**src/rtl/pwm_pkg.sv**
```systemverilog
package pwm_pkg;
  localparam logic [1:0] MODE_DUAL = 2'b01;

  typedef struct packed {
    logic tick;   // prescaled advance of the count
    logic load;   // this tick moves the count to 0
  } pwmStrb_t;
endpackage

```
**src/rtl/pwm_ctrl.sv**
```systemverilog
module pwm_ctrl import pwm_pkg::*; #(
  parameter int CNT_W   = 8,
  parameter int PRE_DIV = 8
) (
  input  logic             clk,
  input  logic             rst,
  input  logic             divSel,
  input  logic             dualAct,
  output logic [CNT_W-1:0] cnt,
  output pwmStrb_t         strb,
  output logic             periodStrobe
);
  localparam int PRE_W = (PRE_DIV > 1) ? $clog2(PRE_DIV) : 1;
  localparam logic [CNT_W-1:0] CNT_MAX = {CNT_W{1'b1}};
  localparam logic [PRE_W-1:0] PRE_LAST = PRE_W'(PRE_DIV - 1);

  logic [PRE_W-1:0] preCnt;
  logic             countUp;
  logic [CNT_W-1:0] nextCnt;
  logic             nextUp;
  logic             tick;

  assign tick = !divSel || (preCnt == PRE_LAST);

  always_ff @(posedge clk) begin
    if (rst || !divSel) preCnt <= '0;
    else if (preCnt == PRE_LAST) preCnt <= '0;
    else preCnt <= preCnt + 1'b1;
  end

  always_comb begin
    nextCnt = cnt + 1'b1;
    nextUp  = 1'b1;
    if (dualAct) begin
      if (countUp) begin
        if (cnt == CNT_MAX) begin
          nextCnt = CNT_MAX - 1'b1;
          nextUp  = 1'b0;
        end
      end else begin
        nextCnt = cnt - 1'b1;
        nextUp  = (cnt == CNT_W'(1));
      end
    end
  end

  assign strb.tick = tick;
  assign strb.load = tick && (nextCnt == '0);

  always_ff @(posedge clk) begin
    if (rst) begin
      cnt          <= '0;
      countUp      <= 1'b1;
      periodStrobe <= 1'b0;
    end else if (tick) begin
      cnt          <= nextCnt;
      countUp      <= nextUp;
      periodStrobe <= strb.load;
    end
  end

  p_fast_wrap_r2: assert property (@(posedge clk) disable iff (rst)
    (tick && !dualAct && cnt == CNT_MAX) |=> (cnt == '0));
  p_dual_turn_r3: assert property (@(posedge clk) disable iff (rst)
    (tick && dualAct && countUp && cnt == CNT_MAX) |=> (cnt == CNT_MAX - 1'b1));
  p_bottom_rises_r3: assert property (@(posedge clk) disable iff (rst)
    (cnt == '0) |-> countUp);
  p_slow_spacing_r4: assert property (@(posedge clk) disable iff (rst)
    (divSel && tick) |=> (!tick || !divSel));
  p_strobe_bottom_r10: assert property (@(posedge clk) disable iff (rst)
    periodStrobe |-> (cnt == '0));
endmodule

```
**src/rtl/pwm_datapath.sv**
```systemverilog
module pwm_datapath import pwm_pkg::*; #(
  parameter int CNT_W = 8
) (
  input  logic             clk,
  input  logic             rst,
  input  pwmStrb_t         strb,
  input  logic [1:0]       modeSel,
  input  logic [CNT_W-1:0] duty,
  input  logic [CNT_W-1:0] cnt,
  output logic             dualAct,
  output logic             pwmOut
);
  localparam logic [CNT_W-1:0] DUTY_FULL = {CNT_W{1'b1}};

  logic [CNT_W-1:0] dutyAct;

  always_ff @(posedge clk) begin
    if (rst) begin
      dutyAct <= '0;
      dualAct <= 1'b0;
    end else if (strb.load) begin
      dutyAct <= duty;
      dualAct <= (modeSel == MODE_DUAL);
    end
  end

  assign pwmOut = (dutyAct == DUTY_FULL) || (cnt < dutyAct);

  p_hold_between_r9: assert property (@(posedge clk) disable iff (rst)
    !strb.load |=> ($stable(dutyAct) && $stable(dualAct)));
  p_zero_low_r6: assert property (@(posedge clk) disable iff (rst)
    (dutyAct == '0) |-> !pwmOut);
endmodule

```
**src/rtl/dual_slope_pwm.sv**
```systemverilog
module dual_slope_pwm import pwm_pkg::*; #(
  parameter int CNT_W   = 8,
  parameter int PRE_DIV = 8
) (
  input  logic             clk,
  input  logic             rst,
  input  logic             divSel,
  input  logic [1:0]       modeSel,
  input  logic [CNT_W-1:0] duty,
  output logic             pwmOut,
  output logic             periodStrobe
);
  pwmStrb_t         strb;
  logic [CNT_W-1:0] cnt;
  logic             dualAct;

  pwm_ctrl #(.CNT_W(CNT_W), .PRE_DIV(PRE_DIV)) u_ctrl (
    .clk(clk), .rst(rst), .divSel(divSel), .dualAct(dualAct),
    .cnt(cnt), .strb(strb), .periodStrobe(periodStrobe)
  );

  pwm_datapath #(.CNT_W(CNT_W)) u_dp (
    .clk(clk), .rst(rst), .strb(strb), .modeSel(modeSel), .duty(duty),
    .cnt(cnt), .dualAct(dualAct), .pwmOut(pwmOut)
  );
endmodule

```
**config.mk**
```make
export PLATFORM = sky130hd
export DESIGN_NAME = dual_slope_pwm
export DESIGN_NICKNAME = d
export VERILOG_FILES = /design/src/rtl/pwm_pkg.sv /design/src/rtl/pwm_ctrl.sv /design/src/rtl/pwm_datapath.sv /design/src/rtl/dual_slope_pwm.sv
export SDC_FILE = /design/constraint.sdc
export NUM_CORES = 1
export LEC_CHECK = 0
export BUFFER_PORTS_ARGS = -buffer_cell sky130_fd_sc_hd__buf_2
export CORE_UTILIZATION = 55
export CTS_BUF_LIST = sky130_fd_sc_hd__clkbuf_8
export DETAILED_ROUTE_END_ITERATION = 12
export PLACE_DENSITY = 0.82
export SKIP_CTS_REPAIR_TIMING = 1
export SYNTH_ARGS = -nofsm -noshare
export SYNTH_HDL_FRONTEND = slang
export SYNTH_SLANG_ARGS = --single-unit
export TNS_END_PERCENT = 5
```
**constraint.sdc**
```tcl
create_clock -name clk -period 3.1 [get_ports clk]
set_input_delay 0.155 -clock clk [delete_from_list [all_inputs] [get_ports clk]]
set_output_delay 0.155 -clock clk [all_outputs]
set_load 0.01 [all_outputs]
```
==> impl_metrics.ini, run 1 <==
[worst_setup_path]
cp_cell_sequence = nor2b_1 -> and2_1 -> a21oi_1 -> nor4_1 -> and4_4 -> mux2i_1
worst_setup_ep_type = register
rr_worst_depth = 6
timing.critical_path.slowest_cell_delay_ns = 0.59
arrival_ns = 2.76
cpLargestDelayFamily = simple AND/OR/NAND/NOR gates
path_class = register to register
r2r-start = u_dp.dualAct
critPathRequiredTime_ns = 3.29
crit_buf_inv = 0
timing.rr.end = u_dp.dutyAct[3]
regToRegSetupSlack_ns = 0.52
critical_path.slowest_cell = sky130_fd_sc_hd__nor2b_1
path_max_fanout = 12
critical_path.startpoint_type = register

[global_routing]
grt_remaining_overflow = 0
grt.met1_usage = 0.300
antenna_found_initial = 0
grt_most_used_layer = met2
grt_usage = 0.245
wire_length_of_the_first_global_routing_pass_mm = 5.32
grt.met2_usage = 0.418
gr-usage-met3 = 0.0820
pin_count_of_the_biggest_net_entering_global_routing = 32
first_global_vias = 1189

[min_path]
holdPathStages = 3
holdCritStartpoint = duty[6]
holdPathEnd = u_dp.dutyAct[6]
worst_min_delay_path_class = input pin to register

[synth]
syn-num-nets = 214
netlist_instances = 189
yosysWarnings = 0
postSynthRegisterBits = 22
synth.top_cells.by_area = sky130_fd_sc_hd__dfxtp_1 28%, sky130_fd_sc_hd__ha_1 9.7%, sky130_fd_sc_hd__nand2b_1 8.5%, sky130_fd_sc_hd__mux2i_1 5.8%, sky130_fd_sc_hd__a21oi_1 4.2%
synth_enable_flop_cells = 0
ys_seq_area_frac = 0.284
ys_dominant_reg_cell = sky130_fd_sc_hd__dfxtp_1
syn_area_per_cell_sq_um = 8.22
async_set_reset_flop_share_out_of_synthesis = 0
synth_top_area_share = 0.284
synthDominantAreaCellType = sky130_fd_sc_hd__dfxtp_1
mappedNetlistArea_sq_um = 1550
netlist-cell-type-count = 44

[clock_tree]
cts-root-to-sink-buffers = 2
tritoncts.num_buffers = 3
clk_transition_reported_paths_ns = 0.07
cts.sink_count = 22
cts_root_buffer = sky130_fd_sc_hd__clkbuf_8
cts.htree.levels = 1
tritoncts = done
clk_latency_ns = 0.26

[outcome]
status = finished clean

[timing]
hold_violations = 0
timing_worst_slew_pin_value_ns = 0.675
setup_slack_ns = 0.524
setup_violations = 0
tns_ns = 0
rsz0062_at_grt = no
timing.slew.headroom = 0.549
fin_skew_ns = 0.00222
final_critical_delay_including_setup_and_external_delays_ns = 2.58
fmaxAchievable_mhz = 388
final-max-slew-violation-count = 0
fin_crit_sh = 0.831

[power]
post-layout-total-power_uw = 545
power_leakage_uw = 0.000618
power.ir.vdd_worst_v = 0.000394
cellPowerDensity_nw_per_um2 = 331

[final_layout]
layout_cells_sized_above_1 = 0.133
design.final.nets = 223
layout.cells.most_common = sky130_fd_sc_hd__dfxtp_1
final_design_area_no_fill_sq_um = 1650
synthToLayoutAreaGrowth_pct = 6.20
antenna_cells = 0
final_cell_mix = 22 x sky130_fd_sc_hd__dfxtp_1, 21 x sky130_fd_sc_hd__nand2b_1, 14 x sky130_fd_sc_hd__buf_2

[drt]
via_per_inst = 5.99
dr_total_vias = 1353
drt-wirelength-per-cell_microns = 14.9
firstDrtPassIters = 4
dr.first_iter.drc_count = 43
postRouteAntennaNets = 0
finalWirelength_mm = 3.37
detail_route.drc_violations = 0

[placement]
pre_cts_slack_ns = 0.618
cell_area_after_placement_sq_um = 1610
gp_congestion = 0.925
dp.final_hpwl_mm = 2.51
port-buffer-count = 14

[flow_run]
maxCapViolations = 0

[floorplan]
floorplan.die.width_microns = 55.1
core.rowCount = 18
ioPinCount = 15
floorplan.die_area_sq_um = 3040
core_area_sq_um = 2570
start_util = 0.605
die_boundary_height_microns = 55.1
==> sequential cells by signal (all words and copies together), names as in the netlist <==
register             flops
u_ctrl.cnt               8
u_dp.dutyAct             8
u_ctrl.preCnt            3
u_ctrl.countUp           1
u_ctrl.periodStrobe      1
u_dp.dualAct             1
==> cells in the mapped netlist (all sizes together) (3+ instances only) <==
library cell	instances
a211oi	4
a21o	3
a21oi	13
buf	3
clkbuf	8
dfxtp	22
ha	12
inv	9
mux2i	9
nand2	10
nand2b	21
nand3	4
nand4	5
nor2	12
nor2b	6
nor3	8
nor4	4
o21ai	6
or3	4
==> report_power, final <==
group | internal (uW) | switching (uW) | total [uW]
clock network | 86.6 | 85.0 | 172
logic | 35.2 | 39.0 | 74.2
registers | 290 | 9.00 | 299
total | 412 | 133 | 545
==> cells by family after synthesis <==
group | count (synthesis) | share of synthesized area
AO/OA/AOI/OAI | 37 | 0.165
adder cells (fa/ha/maj) | 12 | 0.0967
buffers and inverters | 20 | 0.0604
flip-flops | 22 | 0.284
multiplexers | 9 | 0.0580
AND/OR/NAND/NOR | 89 | 0.336
==> how the worst max path moves through the flow <==
stage                             start         endpoint  cells past startpoint
after floorplan           u_ctrl.cnt[0]     u_dp.dualAct                      7
after global placement     u_dp.dualAct     u_dp.dualAct                      6
after detailed placement   u_dp.dualAct  u_dp.dutyAct[3]                      6
after CTS                  u_dp.dualAct  u_dp.dutyAct[3]                      6
after global routing       u_dp.dualAct     u_dp.dualAct                      6
final                      u_dp.dualAct  u_dp.dutyAct[3]                      6
==> area by class of cell <==
type / instances / area (sq um)
multi-input combinational: 147 / 1020
timing repair buffer: 15 / 77.6
fill: 240 / 918
tap: 30 / 37.5
sequential: 22 / 440
clock buffer: 3 / 41.3
inverter: 9 / 33.8
==> through the flow <==
stage / hold WS (ns) / instances / utilization
after global placement: 0.417 / 223 / 0.626
after detailed placement: 0.420 / 223 / 0.626
after global routing: 0.155 / 226 / 0.642
after CTS: 0.153 / 226 / 0.642
final: 0.155 / 226 / 0.642
after floorplan: 0.310 / 189 / -
==> routing by layer <==
| metal | part of all wire | vias up |
|---|---|---|
| li1 | - | 687 |
| met1 | 0.43 | 617 |
| met2 | 0.50 | 47 |
| met3 | 0.067 | 2 |
| met4 | 0.0042 | 0 |
| met5 | 0 | - |
==> worst register-to-register path: stages (launching register included) <==
cell and delay [ns]:
sky130_fd_sc_hd__dfxtp_1 0.44, sky130_fd_sc_hd__nor2b_1 0.60, sky130_fd_sc_hd__and2_1 0.22, sky130_fd_sc_hd__a21oi_1 0.06, sky130_fd_sc_hd__nor4_1 0.53, sky130_fd_sc_hd__and4_4 0.45
sky130_fd_sc_hd__mux2i_1 0.22
(Power assumes the default switching activity.)
==> run 2, diff against run 1 <==
- ABC_AREA: unset -> 1
- PLACE_DENSITY: 0.82 -> 0.85
- clock period: 3.1 -> 2.3 ns (I/O delays scaled with it)
==> run 2 against run 1 <==
  * Count of clock-buffer cells in the layout stayed put
  * Design area shrank 1.2%
  * First-iteration DRC count rose by 23%
==> impl_metrics.ini, run 2 <==
[clock_tree]
tritoncts = done
tritoncts.num_buffers = 3
cts_root_buffer = sky130_fd_sc_hd__clkbuf_8
cts.htree.levels = 1
clk_latency_ns = 0.26
cts-root-to-sink-buffers = 2
clk_transition_reported_paths_ns = 0.08
cts.sink_count = 22

[timing]
setup_slack_ns = 0.357
rsz0062_at_grt = no
fin_crit_sh = 0.845
fmaxAchievable_mhz = 515
setup_violations = 0
hold_violations = 0
final-max-slew-violation-count = 0
tns_ns = 0
timing.slew.headroom = 0.712
final_critical_delay_including_setup_and_external_delays_ns = 1.94
fin_skew_ns = 0.00149
timing_worst_slew_pin_value_ns = 0.430

[synth]
synthDominantAreaCellType = sky130_fd_sc_hd__dfxtp_1
ys_seq_area_frac = 0.291
syn_area_per_cell_sq_um = 6.97
syn-num-nets = 242
synth.top_cells.by_area = sky130_fd_sc_hd__dfxtp_1 29%, sky130_fd_sc_hd__nand2_1 14%, sky130_fd_sc_hd__ha_1 9.9%, sky130_fd_sc_hd__nand3_1 6.9%, sky130_fd_sc_hd__nor2_1 5.5%
netlist_instances = 217
async_set_reset_flop_share_out_of_synthesis = 0
synth_top_area_share = 0.291
mappedNetlistArea_sq_um = 1510
netlist-cell-type-count = 32
synth_enable_flop_cells = 0
ys_dominant_reg_cell = sky130_fd_sc_hd__dfxtp_1
postSynthRegisterBits = 22
synth.top_cells.by_count = 56 x sky130_fd_sc_hd__nand2_1, 22 x sky130_fd_sc_hd__dfxtp_1, 22 x sky130_fd_sc_hd__nor2_1
yosysWarnings = 0
synth_most_common_cell = sky130_fd_sc_hd__nand2_1

[worst_setup_path]
cpLargestDelayFamily = simple AND/OR/NAND/NOR gates
arrival_ns = 2.10
cp_cell_sequence = ha_1 -> nand2_1 -> inv_2 -> nand4_4 -> nand3_1 -> nand2_1 -> nand2_2 -> nor2_4 -> nand2_4 -> nand2_1 -> nand2_1 -> nor2_1
crit_buf_inv = 1
critPathRequiredTime_ns = 2.46
path_class = register to register
regToRegSetupSlack_ns = 0.36
worst_setup_ep_type = register
timing.critical_path.slowest_cell_delay_ns = 0.42
timing.critical_path.mode_cell = sky130_fd_sc_hd__nand2_1
path_max_fanout = 18
critical_path.slowest_cell = sky130_fd_sc_hd__dfxtp_1
critical_path.startpoint_type = register

[drt]
detail_route.drc_violations = 0
finalWirelength_mm = 3.18
via_per_inst = 5.52
firstDrtPassIters = 5
postRouteAntennaNets = 0
drt-wirelength-per-cell_microns = 12.2
dr_total_vias = 1434
dr.first_iter.drc_count = 53

[final_layout]
seq_area_sq_um = 440
design.final.nets = 257
layout.cells.most_common = sky130_fd_sc_hd__nand2_1
synthToLayoutAreaGrowth_pct = 7.69
layout.cells.non_filler = 260
finish.utilization = 0.640
antenna_cells = 0
layout_cells_sized_above_1 = 0.209
multi_input_area_sq_um = 931
fill_cells = 237
final_cell_mix = 56 x sky130_fd_sc_hd__nand2_1, 22 x sky130_fd_sc_hd__nor2_1, 22 x sky130_fd_sc_hd__dfxtp_1
reg_top3 = u_ctrl.cnt x8, u_dp.dutyAct x8, u_ctrl.preCnt x3

[outcome]
status = finished clean

[floorplan]
floorplan.die.width_microns = 54.4
core.rowCount = 18
die_boundary_height_microns = 54.4
floorplan.die_area_sq_um = 2960
start_util = 0.594
ioPinCount = 15
core_area_sq_um = 2540

[global_routing]
first_global_vias = 1173
wire_length_of_the_first_global_routing_pass_mm = 5.11
antenna_found_initial = 0
grt_usage = 0.240
grt_remaining_overflow = 0
pin_count_of_the_biggest_net_entering_global_routing = 19

[flow_run]
maxCapViolations = 0

[power]
cellPowerDensity_nw_per_um2 = 489
power.ir.vdd_worst_v = 0.000409
post-layout-total-power_uw = 797
power_leakage_uw = 0.000830

[placement]
dp.final_hpwl_mm = 2.40
cell_count_after_placement = 257
gp_congestion = 0.992
pre_cts_slack_ns = 0.425
port-buffer-count = 14

[min_path]
worst_min_delay_path_class = input pin to register
-- run 2: final timing paths --
check                         to             start  depth (start not counted)
max              u_dp.dutyAct[3]     u_ctrl.cnt[0]                         12
min          u_ctrl.periodStrobe               rst                          2
max reg2reg      u_dp.dutyAct[3]     u_ctrl.cnt[0]                         12
min reg2reg     u_ctrl.preCnt[0]  u_ctrl.preCnt[0]                          1
-- run 2: per-stage QoR --
step,hold slack [ns],area [sq um]
final,0.0764,1630
after global routing,0.0705,1630
after CTS,0.0697,1630
after detailed placement,0.348,1590
after global placement,0.330,1590
after floorplan,0.193,1510
-- run 2: per-layer routing --
layer  up-vias  routed length, microns  global-route usage  part of all wire
li1        731                       -                   -                 -
met1       642                    1450               0.313              0.45
met2        53                    1530               0.404              0.48
met3         8                     161              0.0361             0.051
met4         0                      44              0.0726             0.014
met5         -                       0                   0                 0
-- run 2: area by class of cell --
cell class,instances,share of cell area
multi-input combinational,162,0.571
tap,30,0.0230
timing repair buffer,14,0.0430
inverter,29,0.0668
clock buffer,3,0.0253
sequential,22,0.270
-- run 2: worst reg2reg max path: cells and delay by family (launching register included) --
| family | cells | cell delay (ns) |
|---|---|---|
| buffers and inverters | 1 | 0.12 |
| flip-flops | 1 | 0.42 |
| adder cells (fa/ha/maj) | 1 | 0.22 |
| AND/OR/NAND/NOR | 10 | 1.09 |
-- run 2: power by group --
part	leakage, uW	switching, uW	internal [uW]
sequential	0.000179	11.9	397
combinational	0.000629	94.6	58.5
clock	0.0000216	118	117
total	0.000830	225	572
-- run 2: kinds of logic (layout without fill, tap and decap cells) --
family / after synthesis / in the layout / share of synthesized area
fa+ha+maj: 12 / 12 / 0.0993
xor+xnor: 1 / 1 / 0.00579
compound gates: 24 / 24 / 0.102
flops: 22 / 22 / 0.291
simple gates: 125 / 125 / 0.409
buf+inv: 33 / 46 / 0.0935
